## src/rtl/fifo_thresh_pkg.sv

```systemverilog
`timescale 1ns/1ps
// Shared helpers for the packet FIFO controller.
// Assumes thr_sel is a 2-bit code.
package fifo_thresh_pkg;

    // Map the 2-bit threshold select to a byte count.
    function automatic int unsigned thr_bytes(input logic [1:0] sel);
        case (sel)
            2'd0:    return 2;
            2'd1:    return 4;
            2'd2:    return 8;
            default: return 12;
        endcase
    endfunction

endpackage

```

## src/rtl/fifo_store.sv

```systemverilog
`timescale 1ns/1ps
// Byte storage with circular read and write pointers.
// Moves 0, 1 or 2 bytes per side per cycle. A 2-byte write places bits
// 7:0 first. Assumes DEPTH is a power of two and that the caller only
// asks for moves that fit (the occupancy block gates them).
module fifo_store #(
    parameter int DEPTH = 16,
    localparam int PW = $clog2(DEPTH)
) (
    input  logic          clk,
    input  logic          rst_n,
    input  logic          flush,
    input  logic [1:0]    wr_n,
    input  logic [15:0]   wdata,
    input  logic [1:0]    rd_n,
    output logic [7:0]    rd_b0,
    output logic [7:0]    rd_b1,
    output logic [PW-1:0] wptr,
    output logic [PW-1:0] rptr
);
    logic [7:0] mem [DEPTH];

    // Store the accepted bytes at the write pointer.
    always_ff @(posedge clk) begin
        if (wr_n != 2'd0) mem[wptr] <= wdata[7:0];
        if (wr_n == 2'd2) mem[wptr + PW'(1)] <= wdata[15:8];
    end

    // Advance the pointers by the number of bytes moved.
    always_ff @(posedge clk) begin
        if (!rst_n || flush) begin
            wptr <= '0;
            rptr <= '0;
        end else begin
            wptr <= wptr + PW'(wr_n);
            rptr <= rptr + PW'(rd_n);
        end
    end

    // Present the two oldest bytes.
    always_comb begin
        rd_b0 = mem[rptr];
        rd_b1 = mem[rptr + PW'(1)];
    end
endmodule

```

## src/rtl/fifo_occupancy.sv

```systemverilog
`timescale 1ns/1ps
// Occupancy counter and error flags.
// Decides which strobes are accepted for the current direction, produces
// next-cycle occupancy and keeps sticky overrun/underrun flags.
// Assumes at most one write side and one read side act per cycle.
module fifo_occupancy #(
    parameter int DEPTH     = 16,
    parameter int OVR_LEVEL = 13,
    localparam int CW = $clog2(DEPTH + 1)
) (
    input  logic          clk,
    input  logic          rst_n,
    input  logic          flush,
    input  logic          dir_rx,
    input  logic          word_mode,
    input  logic          frame_open,
    input  logic          net_wr,
    input  logic          net_rd,
    input  logic          dma_wr,
    input  logic          dma_rd,
    output logic [1:0]    wr_n,
    output logic [1:0]    rd_n,
    output logic [CW-1:0] dma_n,
    output logic [CW-1:0] count,
    output logic [CW-1:0] cnt_nxt,
    output logic          overrun,
    output logic          underrun
);
    logic [CW-1:0] unit_w;
    logic [CW-1:0] free_w;
    logic          starve;

    // Accept strobes that fit and form the next occupancy.
    always_comb begin
        unit_w = word_mode ? CW'(2) : CW'(1);
        free_w = CW'(DEPTH) - count;
        wr_n   = 2'd0;
        rd_n   = 2'd0;
        if (dir_rx) begin
            if (net_wr && free_w != '0) wr_n = 2'd1;
            if (dma_rd && count >= unit_w) rd_n = unit_w[1:0];
        end else begin
            if (dma_wr && free_w >= unit_w) wr_n = unit_w[1:0];
            if (net_rd && count != '0) rd_n = 2'd1;
        end
        dma_n   = dir_rx ? CW'(rd_n) : CW'(wr_n);
        cnt_nxt = count + CW'(wr_n) - CW'(rd_n);
        starve  = !dir_rx && net_rd && (count == '0) && frame_open;
    end

    // Register occupancy and the sticky flags.
    always_ff @(posedge clk) begin
        if (!rst_n || flush) begin
            count    <= '0;
            overrun  <= 1'b0;
            underrun <= 1'b0;
        end else begin
            count <= cnt_nxt;
            if (dir_rx && wr_n != 2'd0 && cnt_nxt >= CW'(OVR_LEVEL)) overrun <= 1'b1;
            if (starve) underrun <= 1'b1;
        end
    end

    assert_level_bound_R10: assert property (@(posedge clk) disable iff (!rst_n)
        count <= CW'(DEPTH));
    assert_ovr_sticky_R5: assert property (@(posedge clk) disable iff (!rst_n)
        (overrun && !flush) |=> overrun);
    assert_unr_sticky_R7: assert property (@(posedge clk) disable iff (!rst_n)
        (underrun && !flush) |=> underrun);
    assert_empty_read_hold_R7: assert property (@(posedge clk) disable iff (!rst_n)
        (!dir_rx && net_rd && count == '0 && !dma_wr && !flush) |=> (count == '0));
endmodule

```

## src/rtl/fifo_req_ctrl.sv

```systemverilog
`timescale 1ns/1ps
// Bus-request sequencer.
// Raises the request from next-cycle occupancy, counts DMA bytes in the
// burst, and gates the first receive burst of a frame until GATE bytes
// are held. Assumes dma_n only counts accepted DMA transfers.
module fifo_req_ctrl #(
    parameter int DEPTH = 16,
    parameter int GATE  = 8,
    localparam int CW = $clog2(DEPTH + 1)
) (
    input  logic          clk,
    input  logic          rst_n,
    input  logic          flush,
    input  logic          dir_rx,
    input  logic          word_mode,
    input  logic [1:0]    thr_sel,
    input  logic          frame_open,
    input  logic [CW-1:0] cnt_nxt,
    input  logic [CW-1:0] dma_n,
    output logic          breq
);
    import fifo_thresh_pkg::*;

    logic [CW-1:0] thr, unit_w, rx_lvl, room_nxt, moved, moved_sum;
    logic          first_done, fo_q, start_c, stop_c;

    // Work out the start and stop conditions for this cycle.
    always_comb begin
        thr       = CW'(thr_bytes(thr_sel));
        unit_w    = word_mode ? CW'(2) : CW'(1);
        rx_lvl    = thr + unit_w;
        room_nxt  = CW'(DEPTH) - cnt_nxt;
        moved_sum = moved + dma_n;
        if (dir_rx) begin
            start_c = ((cnt_nxt >= rx_lvl) && (first_done || cnt_nxt >= CW'(GATE)))
                    || (!frame_open && cnt_nxt >= unit_w);
            stop_c  = (moved_sum >= thr) || (!frame_open && cnt_nxt < unit_w);
        end else begin
            start_c = frame_open && (room_nxt >= thr);
            stop_c  = (moved_sum >= thr) || !frame_open;
        end
    end

    // Request state, burst byte count and first-burst gate.
    always_ff @(posedge clk) begin
        if (!rst_n) begin
            breq       <= 1'b0;
            moved      <= '0;
            first_done <= 1'b0;
            fo_q       <= 1'b0;
        end else if (flush) begin
            breq       <= 1'b0;
            moved      <= '0;
            first_done <= 1'b0;
            fo_q       <= frame_open;
        end else begin
            fo_q <= frame_open;
            if (breq) begin
                if (stop_c) begin
                    breq  <= 1'b0;
                    moved <= '0;
                end else begin
                    moved <= moved_sum;
                end
            end else if (start_c) begin
                breq       <= 1'b1;
                moved      <= '0;
                first_done <= 1'b1;
            end
            if (frame_open && !fo_q) first_done <= 1'b0;
        end
    end

    assert_burst_len_R8: assert property (@(posedge clk) disable iff (!rst_n)
        breq |-> (moved < thr));
    assert_rx_gate_R4: assert property (@(posedge clk) disable iff (!rst_n)
        (!breq && dir_rx && frame_open && fo_q && !first_done && !flush)
        |=> (!breq || $past(cnt_nxt) >= CW'(GATE)));
endmodule

```

## src/rtl/fifo_thresh_ctrl.sv

```systemverilog
`timescale 1ns/1ps
// Top of the packet FIFO threshold controller.
// Connects storage, occupancy and request logic and steers the data path
// by direction. Assumes dma_wdata carries the older byte in bits 7:0.
module fifo_thresh_ctrl #(
    parameter int DEPTH     = 16,
    parameter int OVR_LEVEL = 13,
    parameter int RX_GATE   = 8,
    localparam int CW = $clog2(DEPTH + 1),
    localparam int PW = $clog2(DEPTH)
) (
    input  logic          clk,
    input  logic          rst_n,
    input  logic          flush,
    input  logic          dir_rx,
    input  logic          word_mode,
    input  logic [1:0]    thr_sel,
    input  logic          frame_open,
    input  logic          net_wr,
    input  logic [7:0]    net_wdata,
    input  logic          net_rd,
    output logic [7:0]    net_rdata,
    input  logic          dma_wr,
    input  logic [15:0]   dma_wdata,
    input  logic          dma_rd,
    output logic [15:0]   dma_rdata,
    output logic          bus_req,
    output logic          overrun,
    output logic          underrun,
    output logic [CW-1:0] level
);
    logic [1:0]    wr_n, rd_n;
    logic [CW-1:0] dma_n, cnt_nxt;
    logic [15:0]   wdata;
    logic [7:0]    rd_b0, rd_b1;
    logic [PW-1:0] wptr, rptr;

    // Pick the write source for the active direction.
    always_comb wdata = dir_rx ? {8'h00, net_wdata} : dma_wdata;

    fifo_occupancy #(.DEPTH(DEPTH), .OVR_LEVEL(OVR_LEVEL)) u_occ (
        .clk(clk), .rst_n(rst_n), .flush(flush), .dir_rx(dir_rx),
        .word_mode(word_mode), .frame_open(frame_open),
        .net_wr(net_wr), .net_rd(net_rd), .dma_wr(dma_wr), .dma_rd(dma_rd),
        .wr_n(wr_n), .rd_n(rd_n), .dma_n(dma_n), .count(level),
        .cnt_nxt(cnt_nxt), .overrun(overrun), .underrun(underrun)
    );

    fifo_store #(.DEPTH(DEPTH)) u_store (
        .clk(clk), .rst_n(rst_n), .flush(flush), .wr_n(wr_n), .wdata(wdata),
        .rd_n(rd_n), .rd_b0(rd_b0), .rd_b1(rd_b1), .wptr(wptr), .rptr(rptr)
    );

    fifo_req_ctrl #(.DEPTH(DEPTH), .GATE(RX_GATE)) u_req (
        .clk(clk), .rst_n(rst_n), .flush(flush), .dir_rx(dir_rx),
        .word_mode(word_mode), .thr_sel(thr_sel), .frame_open(frame_open),
        .cnt_nxt(cnt_nxt), .dma_n(dma_n), .breq(bus_req)
    );

    // Form the read data for both sides.
    always_comb begin
        net_rdata = rd_b0;
        dma_rdata = word_mode ? {rd_b1, rd_b0} : {8'h00, rd_b0};
    end

    assert_ptr_gap_R10: assert property (@(posedge clk) disable iff (!rst_n)
        (wptr - rptr) == level[PW-1:0]);
    assert_flush_clear_R1: assert property (@(posedge clk) disable iff (!rst_n)
        flush |=> (level == '0 && !bus_req && !overrun && !underrun));
endmodule

```

## config.mk

```make
export PLATFORM = sky130hd
export DESIGN_NAME = fifo_thresh_ctrl
export DESIGN_NICKNAME = d
export VERILOG_FILES = /design/src/rtl/fifo_thresh_pkg.sv /design/src/rtl/fifo_store.sv /design/src/rtl/fifo_occupancy.sv /design/src/rtl/fifo_req_ctrl.sv /design/src/rtl/fifo_thresh_ctrl.sv
export SDC_FILE = /design/constraint.sdc
export NUM_CORES = 1
export LEC_CHECK = 0
export BUFFER_PORTS_ARGS = -buffer_cell sky130_fd_sc_hd__buf_4
export CORE_ASPECT_RATIO = 0.6
export CORE_MARGIN = 2
export CORE_UTILIZATION = 62
export CTS_CLUSTER_SIZE = 25
export DETAILED_ROUTE_END_ITERATION = 12
export GPL_ROUTABILITY_DRIVEN = 0
export GPL_TIMING_DRIVEN = 0
export HOLD_SLACK_MARGIN = 0.03
export PLACE_DENSITY = 0.81
export SYNTH_ARGS = -nofsm -noshare
export SYNTH_HDL_FRONTEND = slang
export SYNTH_SLANG_ARGS = --single-unit
```

## constraint.sdc

```tcl
create_clock -name clk -period 5.7 [get_ports clk]
set_input_delay 0.57 -clock clk [delete_from_list [all_inputs] [get_ports clk]]
set_output_delay 0.57 -clock clk [all_outputs]
set_load 0.03 [all_outputs]
```

# Yosys cells after proc, flatten, opt, wreduce, memory -nomap -nowiden

Memories as Yosys holds them, arrays and structs flattened. A register that Yosys moved wholly into a read port is not among the register bits.
Cells that the tools add are included.

Flip-flop bits (word level): 23
RAM bits: 128
Bits of input ports: 36
Word-level logic and storage cells: 90
Memories kept: 1

Add/sub/neg operators: 10
$lt $le $gt $ge: 9
Eq/ne operators: 3
Multiplexer cells: 24
Bitwise gates (word level): 2
Reduce and logical (&&, ||, !) cells: 32

Memories:

| memory      | depth | bits a word | read ports | clocked after memory_dff | write ports | line             | source |
|---|---|---|---|---|---|---|---|
| u_store.mem | 16    | 8           | 2          | 1                        | 2           | fifo_store.sv:21 | `logic [7:0] mem [DEPTH];` |

Operators by type and width:

| operator            | count |
|---|---|
| $mux 16             | 2 |
| $ge 5x5->1          | 4 |
| $mux 5              | 3 |
| $logic_and 1x1->1   | 14 |
| $mux 2              | 6 |
| $pmux 4 s3          | 1 |
| $mux 1              | 11 |
| $add 5x2->5         | 2 |
| $ge 5x4->1          | 2 |
| $ge 5x4->1 const B  | 2 |
| $reduce_bool 5->1   | 2 |
| $sub 5x5->5 const A | 2 |
| $add 4x1->4 const B | 2 |
| $add 4x2->4         | 2 |
| $add 4x5->5         | 1 |
| $logic_not 5->1     | 1 |
| $logic_or 1x1->1    | 5 |
| $lt 5x5->1          | 1 |
| $sub 5x2->5         | 1 |
| $eq 2x2->1 const B  | 2 |
| $logic_not 1->1     | 4 |
| $mux 4              | 1 |
| $reduce_bool 2->1   | 2 |
| $reduce_or 3->1     | 1 |
| other kinds (5)     | 6 |

# Logic depth before layout (Yosys ltp)

Word-level depth: 14
Mapped depth: 23

# Hierarchy

Synthesis repeated with hierarchy kept, for this count alone.

Cells, all modules: 750
Area, all modules: 10144.7 sq um

Modules (own cells, without submodules):

| module           | times used | cells each | area each (sq um) | sequential area each (sq um) |
|---|---|---|---|---|
| fifo_store       | 1          | 527        | 8210.4            | 4003.8 |
| fifo_req_ctrl    | 1          | 96         | 848.3             | 160.2 |
| fifo_occupancy   | 1          | 93         | 782.0             | 140.1 |
| fifo_thresh_ctrl | 1          | 34         | 304.0             | 0.0 |

# Worst setup path before layout

OpenSTA, ideal clock, no wires.

Kind: register to register
Start: register u_occ.count[1]
End: register u_req.breq
Library setup time: 114 ps
Arrival time: 4724 ps
Data required time: 5586 ps
Setup slack: 862 ps
Stages on the path, launching flop included: 24
Buffers on the path: 2
Cells stage by stage: dfxtp_1 inv_1 ha_1 and2_1 ha_1 o2111ai_1 and3_1 clkbuf_2 buf_4 inv_1 fa_1 inv_1 fa_1 inv_1 ha_1 inv_1 ha_1 inv_1 o21ai_0 a21o_1 a211o_1 o22ai_1 a21oi_1 a21o_1

Cells in the longest elaborated chain, start to end: 14
Elaborated cells between the ends (all ways): 39
Classes of those cells: 5 x add/sub; 8 x order compare; 12 x mux; 14 x reduce/logical

Ends and longest elaborated chain:

| item                                                | line                                       | source |
|---|---|---|
| from (decl)                                         | fifo_occupancy.sv:24                       | `output logic [CW-1:0] count,` |
| from (signal assigned)                              | fifo_occupancy.sv:58                       | `count <= cnt_nxt;` |
| $sub 5x5->5                                         | fifo_occupancy.sv:36                       | `free_w = CW'(DEPTH) - count;` |
| $ge 5x5->1 or $reduce_bool 5->1 (tied branches)     | fifo_occupancy.sv:43, fifo_occupancy.sv:40 |  |
| $logic_and 1x1->1, on equally long branches         | fifo_occupancy.sv:43, fifo_occupancy.sv:40 |  |
| $mux 2 or $mux 1 (tied branches)                    | fifo_occupancy.sv:43, fifo_occupancy.sv:40 |  |
| $mux 2                                              | fifo_occupancy.sv:39                       | `if (dir_rx) begin` |
| $add 5x2->5                                         | fifo_occupancy.sv:47                       | `cnt_nxt = count + CW'(wr_n) - CW'(rd_n);` |
| $sub 5x2->5 (*)                                     | fifo_occupancy.sv:47                       |  |
| net cnt_nxt[1]                                      | fifo_thresh_ctrl.sv:33                     | `logic [CW-1:0] dma_n, cnt_nxt;` |
| branches (longest 6 deep; another with $sub 5x5->5) | --                                         |  |
| $mux 1 (*)                                          | fifo_req_ctrl.sv:58                        | `if (breq) begin` |
| to (signal assigned)                                | fifo_req_ctrl.sv:47                        | `breq <= 1'b0;` |
| to (signal assigned)                                | fifo_req_ctrl.sv:60                        | `breq <= 1'b0;` |
| to (signal assigned)                                | fifo_req_ctrl.sv:66                        | `breq <= 1'b1;` |
| to (decl)                                           | fifo_req_ctrl.sv:20                        | `output logic breq` |

Mark *: on every way through the listed nets, which the timed path passes.
A chain may end at the register's enable or synchronous reset.

# Final worst setup path

Start: register u_occ.count[0]
End: register u_req.moved[1]

Cells in the longest elaborated chain, start to end: 13
Elaborated cells between the ends (all ways): 39
Classes of those cells: 5 x add/sub; 8 x order compare; 11 x mux; 15 x reduce/logical

Ends and longest elaborated chain:

| item                                                | line                                       | source |
|---|---|---|
| $sub 5x5->5                                         | fifo_occupancy.sv:36                       |  |
| $ge 5x5->1 or $reduce_bool 5->1 (tied branches)     | fifo_occupancy.sv:43, fifo_occupancy.sv:40 |  |
| $logic_and 1x1->1, on equally long branches         | fifo_occupancy.sv:43, fifo_occupancy.sv:40 |  |
| $mux 2 or $mux 1 (tied branches)                    | fifo_occupancy.sv:43, fifo_occupancy.sv:40 |  |
| $mux 2                                              | fifo_occupancy.sv:39                       |  |
| $add 5x2->5                                         | fifo_occupancy.sv:47                       |  |
| $sub 5x2->5 (*)                                     | fifo_occupancy.sv:47                       |  |
| net cnt_nxt[1]                                      | fifo_thresh_ctrl.sv:33                     |  |
| branches (longest 6 deep; another with $sub 5x5->5) | --                                         |  |
| to (signal assigned)                                | fifo_req_ctrl.sv:63                        | `moved <= moved_sum;` |
| to (decl)                                           | fifo_req_ctrl.sv:24                        | `logic [CW-1:0] thr, unit_w, rx_lvl, room_nxt, moved, moved_sum;` |

Marks and branches as above.

==> impl_metrics.py <==
metrics = {
    "floorplan": {
        "die_y_microns": 102.4,
        "core_area_sq_um": 15550,
        "die_w_microns": 168.0,
        "dieArea_sq_um": 17200,
        "rows": 35,
        "initial_utilization_pct": 64.35,
        "io_pins": 68,
    },
    "global_routing": {
        "grt_max_degree": 17,
        "antenna_found_initial": 0,
        "grt_first_pass_wirelength_microns": 43270,
        "grt-ovfl-total": 0,
        "grtUsageTotal_pct": 34.96,
        "grt_pass1_vias": 7451,
    },
    "synth": {
        "syn_nets": 843,
        "synth_edf_count": 128,
        "yosysWarningCount": 0,
        "synth_flop_cell": "edfxtp_1",
        "synth.avg_cell_area_sq_um": 13.03,
        "yosysSeqAreaShare_pct": 43.02,
        "synth_seq_cells": 151,
        "synth_area_sq_um": 10000,
        "async_flop_share_pct": 0,
        "synthCells": 768,
        "yosysUniqueCellTypes": 63,
    },
    "timing": {
        "finalSetupViolCount": 0,
        "rsz0062_at_grt": "false",
        "hold_violations": 0,
        "slew_headroom_pct": 5.812,
        "slew_viol_final": 0,
        "post-route-min-period_ps": 5468,
        "fin_skew_ps": 12.12,
        "fmax_mhz": 182.9,
        "timing.final.crit_share_pct": 95.94,
        "worst_pin_slew_ps": 1413,
        "holdWs_ps": 363.9,
    },
    "detailed_routing": {
        "vias": 7491,
        "drt_iter0_drc": 1167,
        "dr.pass1.iters": 7,
        "wl_per_cell_microns": 27.15,
        "drc_errors": 0,
        "routed_wl_microns": 29130,
        "vias_per_cell": 6.981,
        "antenna_left": 0,
    },
    "cells_and_area": {
        "final_common_cell": "edfxtp_1",
        "area_growth_pct": 13.63,
        "seq_area_sq_um": 4304,
        "final_cell_mix": "128 x edfxtp_1, 121 x mux2_2, 80 x buf_4, 48 x mux4_2, 40 x nand2_1",
        "diodes": 0,
        "num-nets-final": 932,
        "multi_input_area_sq_um": 5316,
        "final_layout_size_suffix_gt1_share_pct": 38.16,
        "fillers": 1016,
    },
    "worst_hold_path": {
        "holdCritStartpoint": "rst_n",
        "hold_depth": 2,
        "hold-path-endpoint": "u_req.fo_q",
        "hp-class": "in -> reg",
    },
    "clocking": {
        "hold_buffers": 0,
        "h-tree-depth": 4,
        "postCtsSetupBuffers": 0,
        "clkTransAtPathRegs_ps": 70,
        "root_buffer": "clkbuf_16",
        "cts_tree": "built",
        "cts_made_buffers": 17,
        "cts_sinks": 151,
        "ctsLongestPathBuffers": 2,
        "insertion_delay_ps": 430,
    },
    "pwr": {
        "p_per_area_nw_per_um2": 372.3,
        "cellLeakagePower_nw": 4.066,
        "power_mw": 4.232,
        "peakVddDrop_uv": 242.4,
    },
    "setup_path": {
        "cp-end-kind": "flip-flop",
        "crit_fanout": 10,
        "cp.required_ps": 6050,
        "critPathTopFamily": "adder cells",
        "timing.rr.end": "u_req.moved[1]",
        "rr_startpoint": "u_occ.count[0]",
        "reg2reg_slack_ps": 230,
        "crit_top_cell": "inv_1",
        "worstRegToRegCells": 23,
        "arrival_ps": 5820,
        "worstSetupStartpointType": "flip-flop",
        "worstSetupPathType": "reg -> reg",
        "critPathMaxStageDelay_ps": 650,
        "cp_slowest_cell": "fa_2",
        "worstPathCellList": "inv_1 > ha_1 > ha_1 > o21ai_0 > o2111ai_2 > and3_1 > clkbuf_2 > buf_4 > inv_1 > fa_1 > inv_1 > fa_2 > inv_1 > ha_1 > inv_1 > ha_1 > inv_1 > o21ai_0 > a21o_1 > a211o_1 > o22ai_1 > a21oi_2 > o21ai_0",
        "critPathBufInv": 8,
    },
    "placement": {
        "port_buffers": 66,
        "dp_hpwl_microns": 21700,
    },
    "run": {
        "drv_cap": 0,
    },
    "run_status": {
        "status": "completed",
    },
}
worst register-to-register path, stage by stage, from the launching register on:
cell and delay [ps]:
dfxtp_1 440, inv_1 130, ha_1 320, ha_1 280, o21ai_0 90, o2111ai_2 190, and3_1 250, clkbuf_2 160
buf_4 210, inv_1 190, fa_1 520, inv_1 80, fa_2 650, inv_1 120, ha_1 300, inv_1 40
ha_1 260, inv_1 50, o21ai_0 90, a21o_1 200, a211o_1 280, o22ai_1 190, a21oi_2 120, o21ai_0 230
synthesized netlist by cell type (17+ instances only):
library cell  count  share of area, %
edfxtp_1        128                38
mux2_2          121                14
mux4_2           48                11
nand2_1          40               1.5
mux2i_1          37               3.7
clkbuf_1         34               1.3
ha_1             34               4.3
inv_1            29               1.1
o21ai_0          27               1.4
a21oi_1          25               1.3
nor2_1           24              0.90
dfxtp_1          23               4.6
and2_1           17               1.1
stage by stage:
| step | instance area (sq um) | util [%] | setup WS (ps) | setup TNS (ps) | instances |
|---|---|---|---|---|---|
| 5_1_grt | 11370 | 73.13 | 12.38 | 0 | 1073 |
| 3_5_place_dp | 10790 | 69.39 | -665.1 | -4186 | 1040 |
| 3_3_place_gp | 10750 | 69.18 | -346.0 | -2188 | 1037 |
| 6_report | 11370 | 73.13 | 231.5 | 0 | 1073 |
| 4_1_cts | 11330 | 72.90 | 48.84 | 0 | 1072 |
| 2_1_floorplan | 10000 | - | 861.9 | 0 | 768 |
kinds of logic after synthesis:
| family | synth area share [%] |
|---|---|
| XOR/XNOR | 1.488 |
| adder cells (fa/ha/maj) | 5.365 |
| multiplexers | 30.57 |
| buffers and inverters | 4.227 |
| flip-flops | 43.02 |
| AND/OR/NAND/NOR | 8.192 |
| AO/OA/AOI/OAI | 7.142 |
power by group:
group          leakage [nW]  total [mW]  switching [mW]  internal (mW)
sequential             1.34        1.31          0.0387           1.27
combinational          2.47        1.86            1.10          0.767
clock                 0.258        1.06           0.498          0.564
total                  4.07        4.23            1.63           2.60
state kept, by name, summed over array words and instances (netlist names), 4 cells and up:
| name | count |
|---|---|
| u_store.mem | 128 |
| u_store.wptr | 4 |
| u_req.moved | 5 |
| u_occ.count | 5 |
| u_store.rptr | 4 |
worst max-delay path by stage:
stage                              start             end  slack [ps]  cells after the start
after floorplan           u_occ.count[1]      u_req.breq         860                     23
after global placement         word_mode      u_req.breq        -350                     23
after detailed placement       word_mode  u_req.moved[1]        -670                     23
after CTS                 u_occ.count[0]  u_req.moved[1]          50                     23
after global routing      u_occ.count[0]  u_req.moved[1]          10                     23
final                     u_occ.count[0]  u_req.moved[1]         230                     23
routing by layer:
metal / vias up / global-route usage [%] / part of all wire (%)
met5: - / 0 / 0
met4: 0 / 11.51 / 2.4
li1: 3113 / - / -
met2: 662 / 51.34 / 43
met1: 3645 / 49.83 / 39
met3: 71 / 11.15 / 16
final cells by class:
| cell class | instances | share of cell area, % |
|---|---|---|
| clock buffer | 17 | 3.742 |
| sequential | 151 | 37.86 |
| clock inverter | 15 | 1.046 |
| buffer | 62 | 2.729 |
| inverter | 30 | 1.002 |
| multi-input combinational | 525 | 46.76 |
| tap | 203 | 2.234 |
| timing repair buffer | 70 | 4.622 |
timing repair:
action | CTS | global route
resized for setup | 1 | 3
endpoints found under the setup margin | 7 | 7
endpoints found under the hold margin | 0 | 0
Note: power is estimated with default switching activity, not from simulation.
